`config.mk`:
```
export PLATFORM = sky130hd
export DESIGN_NAME = pwm10_gen
export DESIGN_NICKNAME = d
export VERILOG_FILES = /design/src/rtl/pwm10_pkg.sv /design/src/rtl/pwm10_timebase.sv /design/src/rtl/pwm10_duty.sv /design/src/rtl/pwm10_gen.sv
export SDC_FILE = /design/constraint.sdc
export NUM_CORES = 1
export LEC_CHECK = 0
export ABC_AREA = 1
export BUFFER_PORTS_ARGS = -buffer_cell sky130_fd_sc_hd__buf_2
export CAP_MARGIN = 10
export CORE_ASPECT_RATIO = 0.75
export CORE_MARGIN = 2
export CORE_UTILIZATION = 50
export CTS_BUF_LIST = sky130_fd_sc_hd__clkbuf_16
export DETAILED_ROUTE_END_ITERATION = 8
export PLACE_DENSITY = 0.71
export SYNTH_ARGS = -nofsm -noshare
export SYNTH_HDL_FRONTEND = slang
export SYNTH_HIERARCHICAL = 1
export SYNTH_SLANG_ARGS = --single-unit
```
`constraint.sdc`:
```
create_clock -name clk -period 2.5 [get_ports clk]
set_input_delay 0.75 -clock clk [delete_from_list [all_inputs] [get_ports clk]]
set_output_delay 0.75 -clock clk [all_outputs]
set_load 0.1 [all_outputs]
```
`src/rtl/pwm10_pkg.sv`:
```
package pwm10_pkg;

    // control input layout; neighbours decode these positions
    localparam int unsigned CTRL_W      = 8;
    localparam int unsigned CTL_DLO_LSB = 4;
    localparam int unsigned CTL_MODE_LSB = 2;

    typedef enum logic [1:0] {
        MODE_OFF0 = 2'b00,
        MODE_OFF1 = 2'b01,
        MODE_OFF2 = 2'b10,
        MODE_RUN  = 2'b11
    } pwm_mode_e;

endpackage

```
`src/rtl/pwm10_timebase.sv`:
```
module pwm10_timebase #(
    parameter int unsigned TMR_W = 8,
    parameter int unsigned SUB_W = 2,
    localparam int unsigned BASE_W = TMR_W + SUB_W
) (
    input  logic              clk,
    input  logic              rst_n,
    input  logic [TMR_W-1:0]  period_i,
    output logic [BASE_W-1:0] base_q_o,
    output logic [BASE_W-1:0] base_d_o,
    output logic              wrap_o,
    output logic              match_o
);

    typedef struct packed {
        logic [BASE_W-1:0] base;
        logic              match;
    } tb_state_t;

    tb_state_t s_d, s_q;
    logic      wrap;

    always_comb begin
        wrap = (s_q.base[BASE_W-1 -: TMR_W] == period_i) &&
               (s_q.base[SUB_W-1:0] == {SUB_W{1'b1}});
        s_d       = s_q;
        s_d.match = wrap;
        if (wrap) s_d.base = '0;
        else      s_d.base = s_q.base + 1'b1;
    end

    always_ff @(posedge clk) begin
        if (!rst_n) s_q <= '0;
        else        s_q <= s_d;
    end

    assign base_q_o = s_q.base;
    assign base_d_o = s_d.base;
    assign wrap_o   = wrap;
    assign match_o  = s_q.match;

    AST_MATCH_ONE_CLK: assert property (@(posedge clk) disable iff (!rst_n)
        s_q.match |=> !s_q.match);

    AST_MATCH_AT_ZERO: assert property (@(posedge clk) disable iff (!rst_n)
        s_q.match |-> (s_q.base == '0));

endmodule

```
`src/rtl/pwm10_duty.sv`:
```
module pwm10_duty #(
    parameter int unsigned BASE_W = 10
) (
    input  logic              clk,
    input  logic              rst_n,
    input  logic              run_i,
    input  logic              wrap_i,
    input  logic [BASE_W-1:0] base_q_i,
    input  logic [BASE_W-1:0] base_d_i,
    input  logic [BASE_W-1:0] master_i,
    output logic              pwm_o
);

    typedef struct packed {
        logic [BASE_W-1:0] slave;
        logic              pwm;
    } duty_state_t;

    duty_state_t s_d, s_q;

    always_comb begin
        s_d = s_q;
        if (wrap_i) s_d.slave = master_i;
        if (!run_i)
            s_d.pwm = 1'b0;
        else if (wrap_i)
            s_d.pwm = (master_i != '0);
        else if (base_d_i == s_q.slave)
            s_d.pwm = 1'b0;
    end

    always_ff @(posedge clk) begin
        if (!rst_n) s_q <= '0;
        else        s_q <= s_d;
    end

    assign pwm_o = s_q.pwm;

    AST_SLAVE_HELD: assert property (@(posedge clk) disable iff (!rst_n)
        !wrap_i |=> $stable(s_q.slave));

    AST_RISE_AT_START: assert property (@(posedge clk) disable iff (!rst_n)
        $rose(s_q.pwm) |-> (base_q_i == '0));

    AST_ZERO_DUTY_LOW: assert property (@(posedge clk) disable iff (!rst_n)
        (s_q.slave == '0) |-> !s_q.pwm);

    AST_OFF_FORCES_LOW: assert property (@(posedge clk) disable iff (!rst_n)
        !run_i |=> !s_q.pwm);

endmodule

```
`src/rtl/pwm10_gen.sv`:
```
module pwm10_gen
    import pwm10_pkg::*;
#(
    parameter int unsigned TMR_W = 8,
    parameter int unsigned SUB_W = 2,
    localparam int unsigned BASE_W = TMR_W + SUB_W
) (
    input  logic              clk,
    input  logic              rst_n,
    input  logic [TMR_W-1:0]  period_i,
    input  logic [TMR_W-1:0]  duty_hi_i,
    input  logic [CTRL_W-1:0] ctrl_i,
    input  logic              oe_i,
    output logic              pwm_pin_o,
    output logic              period_match_o
);

    logic [BASE_W-1:0] base_q, base_d, master;
    logic              wrap, run, latch;
    pwm_mode_e         mode;

    always_comb begin
        mode   = pwm_mode_e'(ctrl_i[CTL_MODE_LSB +: 2]);
        run    = (mode == MODE_RUN);
        master = {duty_hi_i, ctrl_i[CTL_DLO_LSB +: SUB_W]};
    end

    pwm10_timebase #(
        .TMR_W (TMR_W),
        .SUB_W (SUB_W)
    ) i_timebase (
        .clk      (clk),
        .rst_n    (rst_n),
        .period_i (period_i),
        .base_q_o (base_q),
        .base_d_o (base_d),
        .wrap_o   (wrap),
        .match_o  (period_match_o)
    );

    pwm10_duty #(
        .BASE_W (BASE_W)
    ) i_duty (
        .clk      (clk),
        .rst_n    (rst_n),
        .run_i    (run),
        .wrap_i   (wrap),
        .base_q_i (base_q),
        .base_d_i (base_d),
        .master_i (master),
        .pwm_o    (latch)
    );

    assign pwm_pin_o = oe_i & latch;

    AST_PIN_FOLLOWS_START: assert property (@(posedge clk) disable iff (!rst_n)
        $rose(pwm_pin_o) |-> (period_match_o || $rose(oe_i)));

endmodule

```
## Word level (Yosys, flattened, before mapping)

Cells that the tools add are included.

| word-level totals | value |
|---|---|
| word-level logic and storage cells | 17 |
| register bits | 22 |

| cells by class | value |
|---|---|
| mux-type cells | 3 |
| eq/ne operators | 4 |
| reductions and logical operators | 4 |
| add/subtract/negate cells | 1 |
| bitwise gates (word level) | 1 |

Operators by type and width:

| cell | count |
|---|---|
| adder 10 x 1 -> 10 bit, second input constant | 1 |
| == test 10 bit | 1 |
| two-way mux 10 bit | 1 |
| nonzero test 10 bit | 1 |
| == test 8 bit | 1 |
| == test 2 bit, second input constant | 2 |
| two-way mux 1 bit | 2 |
| AND reduction 2 bit | 1 |
| nonzero test 2 bit | 1 |
| bitwise AND 1 bit | 1 |
| logical AND 1 bit | 1 |

## Longest topological paths before layout

Gate-level depths: netlist (run 1).

| depth | value |
|---|---|
| depth in word-level cells | 6 |
| depth in mapped cells | 17 |
| mapped depth without buffers | 17 |

## Hierarchy

Netlist (run 1), hierarchy kept.

Modules (own cells, without submodules):

| module | instances | sequential area each (µm²) | area each (µm²) | cells each |
|---|---|---|---|---|
| pwm10_timebase | 1 | 220.2 | 773.2 | 129 |
| pwm10_duty | 1 | 220.2 | 558.0 | 84 |
| pwm10_gen | 1 | 0.0 | 15.0 | 4 |

## Least setup slack after synthesis (run 1)

No wires, ideal clock.

| timing | value |
|---|---|
| kind | in2out |
| start | input oe_i |
| end | output pwm_pin_o |
| cell stages on the path | 2 |
| buffers on the path | 0 |
| slack | 0.377 ns |
| arrival | 1.373 ns |
| cell sequence | nand2_1 > inv_1 |

| between the ends | value |
|---|---|
| word-level cells in the longest chain between the ends | 1 |

RTL lines:

| element | RTL line | text |
|---|---|---|
| start: declaration | pwm10_gen.sv:13 | `input logic oe_i,` |
| bitwise AND 1 bit | pwm10_gen.sv:54 | `assign pwm_pin_o = oe_i & latch;` |
| end: declaration | pwm10_gen.sv:14 | `output logic pwm_pin_o,` |

Every way passes these cells.

## Final worst setup path (run 1)

Same ends and word-level chain as after synthesis.

==> impl_metrics.tcl, run 1 <==
set metrics [dict create \
    cts_sinks 22 \
    maxCapViolations 0 \
    clockBufferDepth 2 \
    dp_cells 276 \
    path_clk_slew_ps 50 \
    fin_area_um2 1590 \
    placed_area_um2 1510 \
    die_h_um 48.9 \
    ios 29 \
    status "finished, final reports clean" \
    relSlewSlack 0.678 \
    fin_skew_ps 1.48 \
    place_ws_ps 227 \
    endpoint_kind "output port" \
    drive_gt1_frac 0.169 \
    root_buffer "clkbuf_16" \
    antenna_cells 0 \
    hold_viol 0 \
    antenna_found_initial 0 \
    drt_iter0_markers 65 \
    syn_area_per_cell_um2 6.20 \
    crit_type "in2out" \
    cp_data_arrival_time_ps 1320 \
    max_freq_mhz 484 \
    grt_overflow 0 \
    vias_per_cell 4.53 \
    post_cts_resized 0 \
    avgRoutedWirePerCell_um 9.48 \
    rows 16 \
    hpwl_um 2090 \
    yosysSeqAreaShare 0.327 \
    required_ps 1750 \
    grt_pass1_wl_um 4630 \
    yosys-top-cells-area "dfxtp_1 33%, nand2_1 16%, inv_1 11%" \
    synth_area_um2 1350 \
    fin_setup_tns_ps 0 \
    postCtsHoldBufs 0 \
    core_area_um2 2580 \
    via_count 1263 \
    syn_to_final_growth_pct 17.8 \
    drv_slew 0 \
    synthArstFlopShare 0 \
    synth_area_leader_cell "dfxtp_1" \
    tightest_slew_ps 487 \
    post-route-period-util 0.827 \
    rsz0062_at_grt "false" \
    gp_congestion 0.807 \
    cts_tree "done" \
    synth_fp_nets 245 \
    fin_ws_ps 432 \
    drc 0 \
    ys_types 25 \
    fill_cells 257 \
    ys_seq_elements 22 \
    yosysMostFrequentCell "nand2_1" \
    setup_violations 0 \
    cp_max_fo 1 \
    powerDensity_nw_per_um2 477 \
    peakVddDrop_v 0.000340 \
    grt_pass1_vias 1091 \
    post_cts_buffers 0 \
    grt_usage 0.187 \
    first_pass_iters 4 \
    grt_max_degree 17 \
    final_nets 273 \
    clk_latency_ps 250 \
    die_area_um2 3130 \
    worstHoldPathType "reg2reg" \
    p_leak_nw 0.874 \
    synthFlopType "dfxtp_1" \
    htreeDepth 1 \
    start_util 0.521 \
    cts_buffers 3 \
    portBuffers 24 \
    netlist_top_cells_count "59 x nand2_1, 40 x inv_1, 31 x nor2_1, 22 x dfxtp_1, 11 x o21ai_0" \
    cp-start-kind "input pin" \
    synth_top_cell_area_share 0.327 \
    ant_nets 0 \
    die_w_um 63.9 \
    finalNonFillerCells 279 \
    finalCriticalPeriod_ps 2070 \
    synth_edf_count 0 \
    synth_cells 217 \
    ys_warn_count 6 \
    wirelength_um 2650 \
]
[flip-flops by register name (all words and copies together), names as in the netlist]
register             count
i_timebase/base_q_o     10
i_duty/pwm_o             1
i_duty/s_q              10
i_timebase/match_o       1
[cell usage in the layout (no fill, tap or decap)]
cell | Yosys | layout
a21boi_0 | 1 | 1
clkbuf_16 | 0 | 3
nor2_4 | 1 | 1
nor3_1 | 2 | 2
nand2_2 | 5 | 5
a21oi_1 | 6 | 6
ha_1 | 1 | 1
buf_4 | 0 | 1
xnor2_1 | 4 | 4
nand3_1 | 8 | 8
nor2_2 | 3 | 3
nor4_1 | 1 | 1
nor2_1 | 31 | 31
inv_1 | 40 | 40
buf_2 | 1 | 24
o211a_1 | 1 | 1
xor2_1 | 8 | 8
or2_0 | 1 | 1
inv_2 | 2 | 2
nand3_4 | 1 | 1
clkinv_1 | 4 | 4
o21ai_0 | 11 | 11
nand2_1 | 59 | 59
dfxtp_1 | 22 | 22
nand4_1 | 2 | 2
nor4_2 | 1 | 1
[report_power, final]
part / switching (mW) / total (mW) / internal [mW]
Combinational: 0.0410 / 0.0725 / 0.0314
Clock: 0.115 / 0.326 / 0.211
Sequential: 0.00301 / 0.358 / 0.355
Total: 0.159 / 0.756 / 0.597
[metal layers]
layer  part of all wire  track usage
met4                  0       0.0326
met5                  0            0
met3              0.025       0.0485
met1               0.55        0.272
met2               0.43        0.280
[cell type report]
type / count / area [µm²] / share of cell area
Sequential cell: 22 / 440 / 0.278
Multi-Input combinational cell: 147 / 724 / 0.457
Clock buffer: 3 / 75.1 / 0.0474
Timing Repair Buffer: 25 / 128 / 0.0805
Tap cell: 36 / 45.0 / 0.0284
Inverter: 46 / 173 / 0.109
[critical path, cell delays in order]
cell and delay (ps):
buf_2 70, nand2_1 40, inv_1 40, buf_2 410
[path summary, 6_finish.rpt]
kind | startpoint | to | slack [ps] | cells after the start
worst max-delay path | oe_i | pwm_pin_o | 430 | 4
worst min-delay path | i_duty/pwm_o | i_duty/pwm_o | 460 | 2
worst max register to register | i_timebase/base_q_o[0] | i_duty/pwm_o | 490 | 12
worst min register to register | i_duty/pwm_o | i_duty/pwm_o | 460 | 2
[logic make-up (layout without fill, tap and decap cells)]
| family | after synthesis | after routing | share of synthesized area |
|---|---|---|---|
| flops | 22 | 22 | 0.327 |
| compound gates | 19 | 19 | 0.0762 |
| simple gates | 115 | 115 | 0.375 |
| fa+ha+maj | 1 | 1 | 0.00929 |
| xor+xnor | 12 | 12 | 0.0781 |
| buf+inv | 48 | 74 | 0.135 |
[per-stage QoR]
stage | hold WS [ps] | util | power [mW]
detailed placement | 450 | 0.585 | 0.437
global route | 487 | 0.614 | 0.790
floorplan | 435 | - | 0.408
finish | 458 | 0.614 | 0.756
global placement | 449 | 0.585 | 0.437
CTS | 459 | 0.614 | 0.764
(Power assumes the default switching activity.)
==> inputs of run 2 (changes only) <==
- clock period: 2.5 -> 2.05 ns (I/O delays scaled with it)
==> run 2 against run 1 <==
Compared with the run above:
- die area stayed put
- hold slack improved by 1.3 ps
- setup slack got worse by 210 ps
- routed wire length rose by 7.1%
- register-to-register slack lost 270 ps
- first-iteration DRC count decreased by 12%
- critical path depth rose by 9
- combinational power up 42%
- core utilization rose by 5.0 points
- sequential power increased by 22%
- via count up 4.1%
- cell count grew 3.6%
==> impl_metrics.tcl, run 2 (synthesis results as in run 1) <==
set metrics [dict create \
    powerDensity_nw_per_um2 553 \
    ios 29 \
    critPathBufInv 1 \
    relSlewSlack 0.679 \
    cp_data_arrival_time_ps 1970 \
    fin_ws_ps 223 \
    portBuffers 24 \
    avgRoutedWirePerCell_um 9.80 \
    grt_usage 0.206 \
    clockBufferDepth 2 \
    drv_slew 0 \
    core_area_um2 2580 \
    cp_slowest_cell "dfxtp_2" \
    post_cts_buffers 0 \
    layout_commonest_cell "nand2_1" \
    hpwl_um 2170 \
    finalCriticalPeriod_ps 1830 \
    drive_gt1_frac 0.229 \
    max_freq_mhz 547 \
    antenna_cells 0 \
    p_leak_nw 0.919 \
    cts_buffers 3 \
    antenna_found_initial 0 \
    start_util 0.521 \
    peakVddDrop_v 0.000574 \
    fin_area_um2 1720 \
    via_count 1315 \
    min_path_cells 2 \
    path_cells "ha_1 -> a21boi_2 -> nand2_1 -> nor2_4 -> nand3_4 -> nand2_1 -> inv_1 -> xnor2_1 -> nand2_1 -> nor2_2 -> nand3_1 -> nand2_1 -> a21oi_1" \
    cp_max_fo 5 \
    status "finished, final reports clean" \
    maxCapViolations 0 \
    fin_skew_ps 6.39 \
    hold_viol 0 \
    drt_iter0_markers 57 \
    final_cell_mix "58 x nand2_1, 40 x inv_1, 28 x nor2_1, 23 x buf_2, 20 x dfxtp_1" \
    drc 0 \
    worstHoldPathType "reg2reg" \
    wirelength_um 2830 \
    critical_path.top_delay_family "simple AND/OR/NAND/NOR gates" \
    crit_path_max_incr_delay_ps 330 \
    die_area_um2 3130 \
    final_nets 282 \
    grt_overflow 0 \
    htreeDepth 1 \
    ant_nets 0 \
    crit_type "reg2reg" \
    cts_sinks 22 \
    grt_pass1_vias 1139 \
    die_h_um 48.9 \
    postCtsHoldBufs 0 \
    cts_tree "done" \
    required_ps 2190 \
    grt_max_degree 14 \
    setup_violations 0 \
    grt_pass1_wl_um 4990 \
    tightest_slew_ps 486 \
    total_power_mw 0.948 \
    die_w_um 63.9 \
    place_ws_ps -82.4 \
    post-route-period-util 0.891 \
    cp_common_cell "nand2_1" \
    vias_per_cell 4.55 \
    endpoint_kind "flop" \
    clk_latency_ps 250 \
    rows 16 \
    first_pass_iters 4 \
    placed_area_um2 1590 \
    cp-start-kind "flop" \
    fin_setup_tns_ps 0 \
    gp_congestion 0.818 \
    ff2ff_path_depth 13 \
    rsz0062_at_grt "false" \
    syn_to_final_growth_pct 27.4 \
    path_clk_slew_ps 60 \
    root_buffer "clkbuf_16" \
    crit_cells 13 \
]
[run 2: changes by cell type in the layout (fill, tap and decap cells not counted), sizes merged]
cell	before	now
nand3	9	10
buf	25	33
clkinv	4	5
[run 2: final timing paths]
| check | startpoint | slack, ps | to |
|---|---|---|---|
| min | i_duty/pwm_o | 460 | i_duty/pwm_o |
| max reg2reg | i_timebase/base_q_o[0] | 220 | i_duty/pwm_o |
| min reg2reg | i_duty/pwm_o | 460 | i_duty/pwm_o |
| max | i_timebase/base_q_o[0] | 220 | i_duty/pwm_o |
[run 2: where the power goes]
group	internal [mW]	switching [mW]
clock network	0.260	0.148
logic	0.0467	0.0564
registers	0.433	0.00355
[run 2: layout make-up]
cell class                      instances  area, µm²
Tap cell                               36       45.0
Multi-Input combinational cell        148        773
Clock inverter                          1       3.75
Inverter                               46        173
Sequential cell                        22        443
Timing Repair Buffer                   33        203
Clock buffer                            3       75.1
Fill cell                             236        867
[run 2: metrics by stage]
stage               hold WS, ps  instances  utilization
global route                497        289        0.664
detailed placement          451        284        0.614
floorplan                   435        217            -
global placement            451        284        0.614
finish                      459        289        0.664
CTS                         460        288        0.644
[run 2: worst min-delay path, cell delays in order, from the launching register on]
cell and delay, ps:
dfxtp_1 310, nand2_1 60, a21oi_1 50
[run 2: metal layers]
metal | vias to the layer above | share of wire | global-route usage
met5 | - | 0 | 0
met4 | 0 | 0.011 | 0.0652
met3 | 4 | 0.041 | 0.0554
met2 | 14 | 0.43 | 0.307
met1 | 575 | 0.51 | 0.290
li1 | 722 | - | -
[run 2: what timing repair did]
action | in CTS | in global routing
setup endpoints to repair | 0 | 1
hold endpoints to repair | 0 | 0
gates resized for setup | 0 | 12
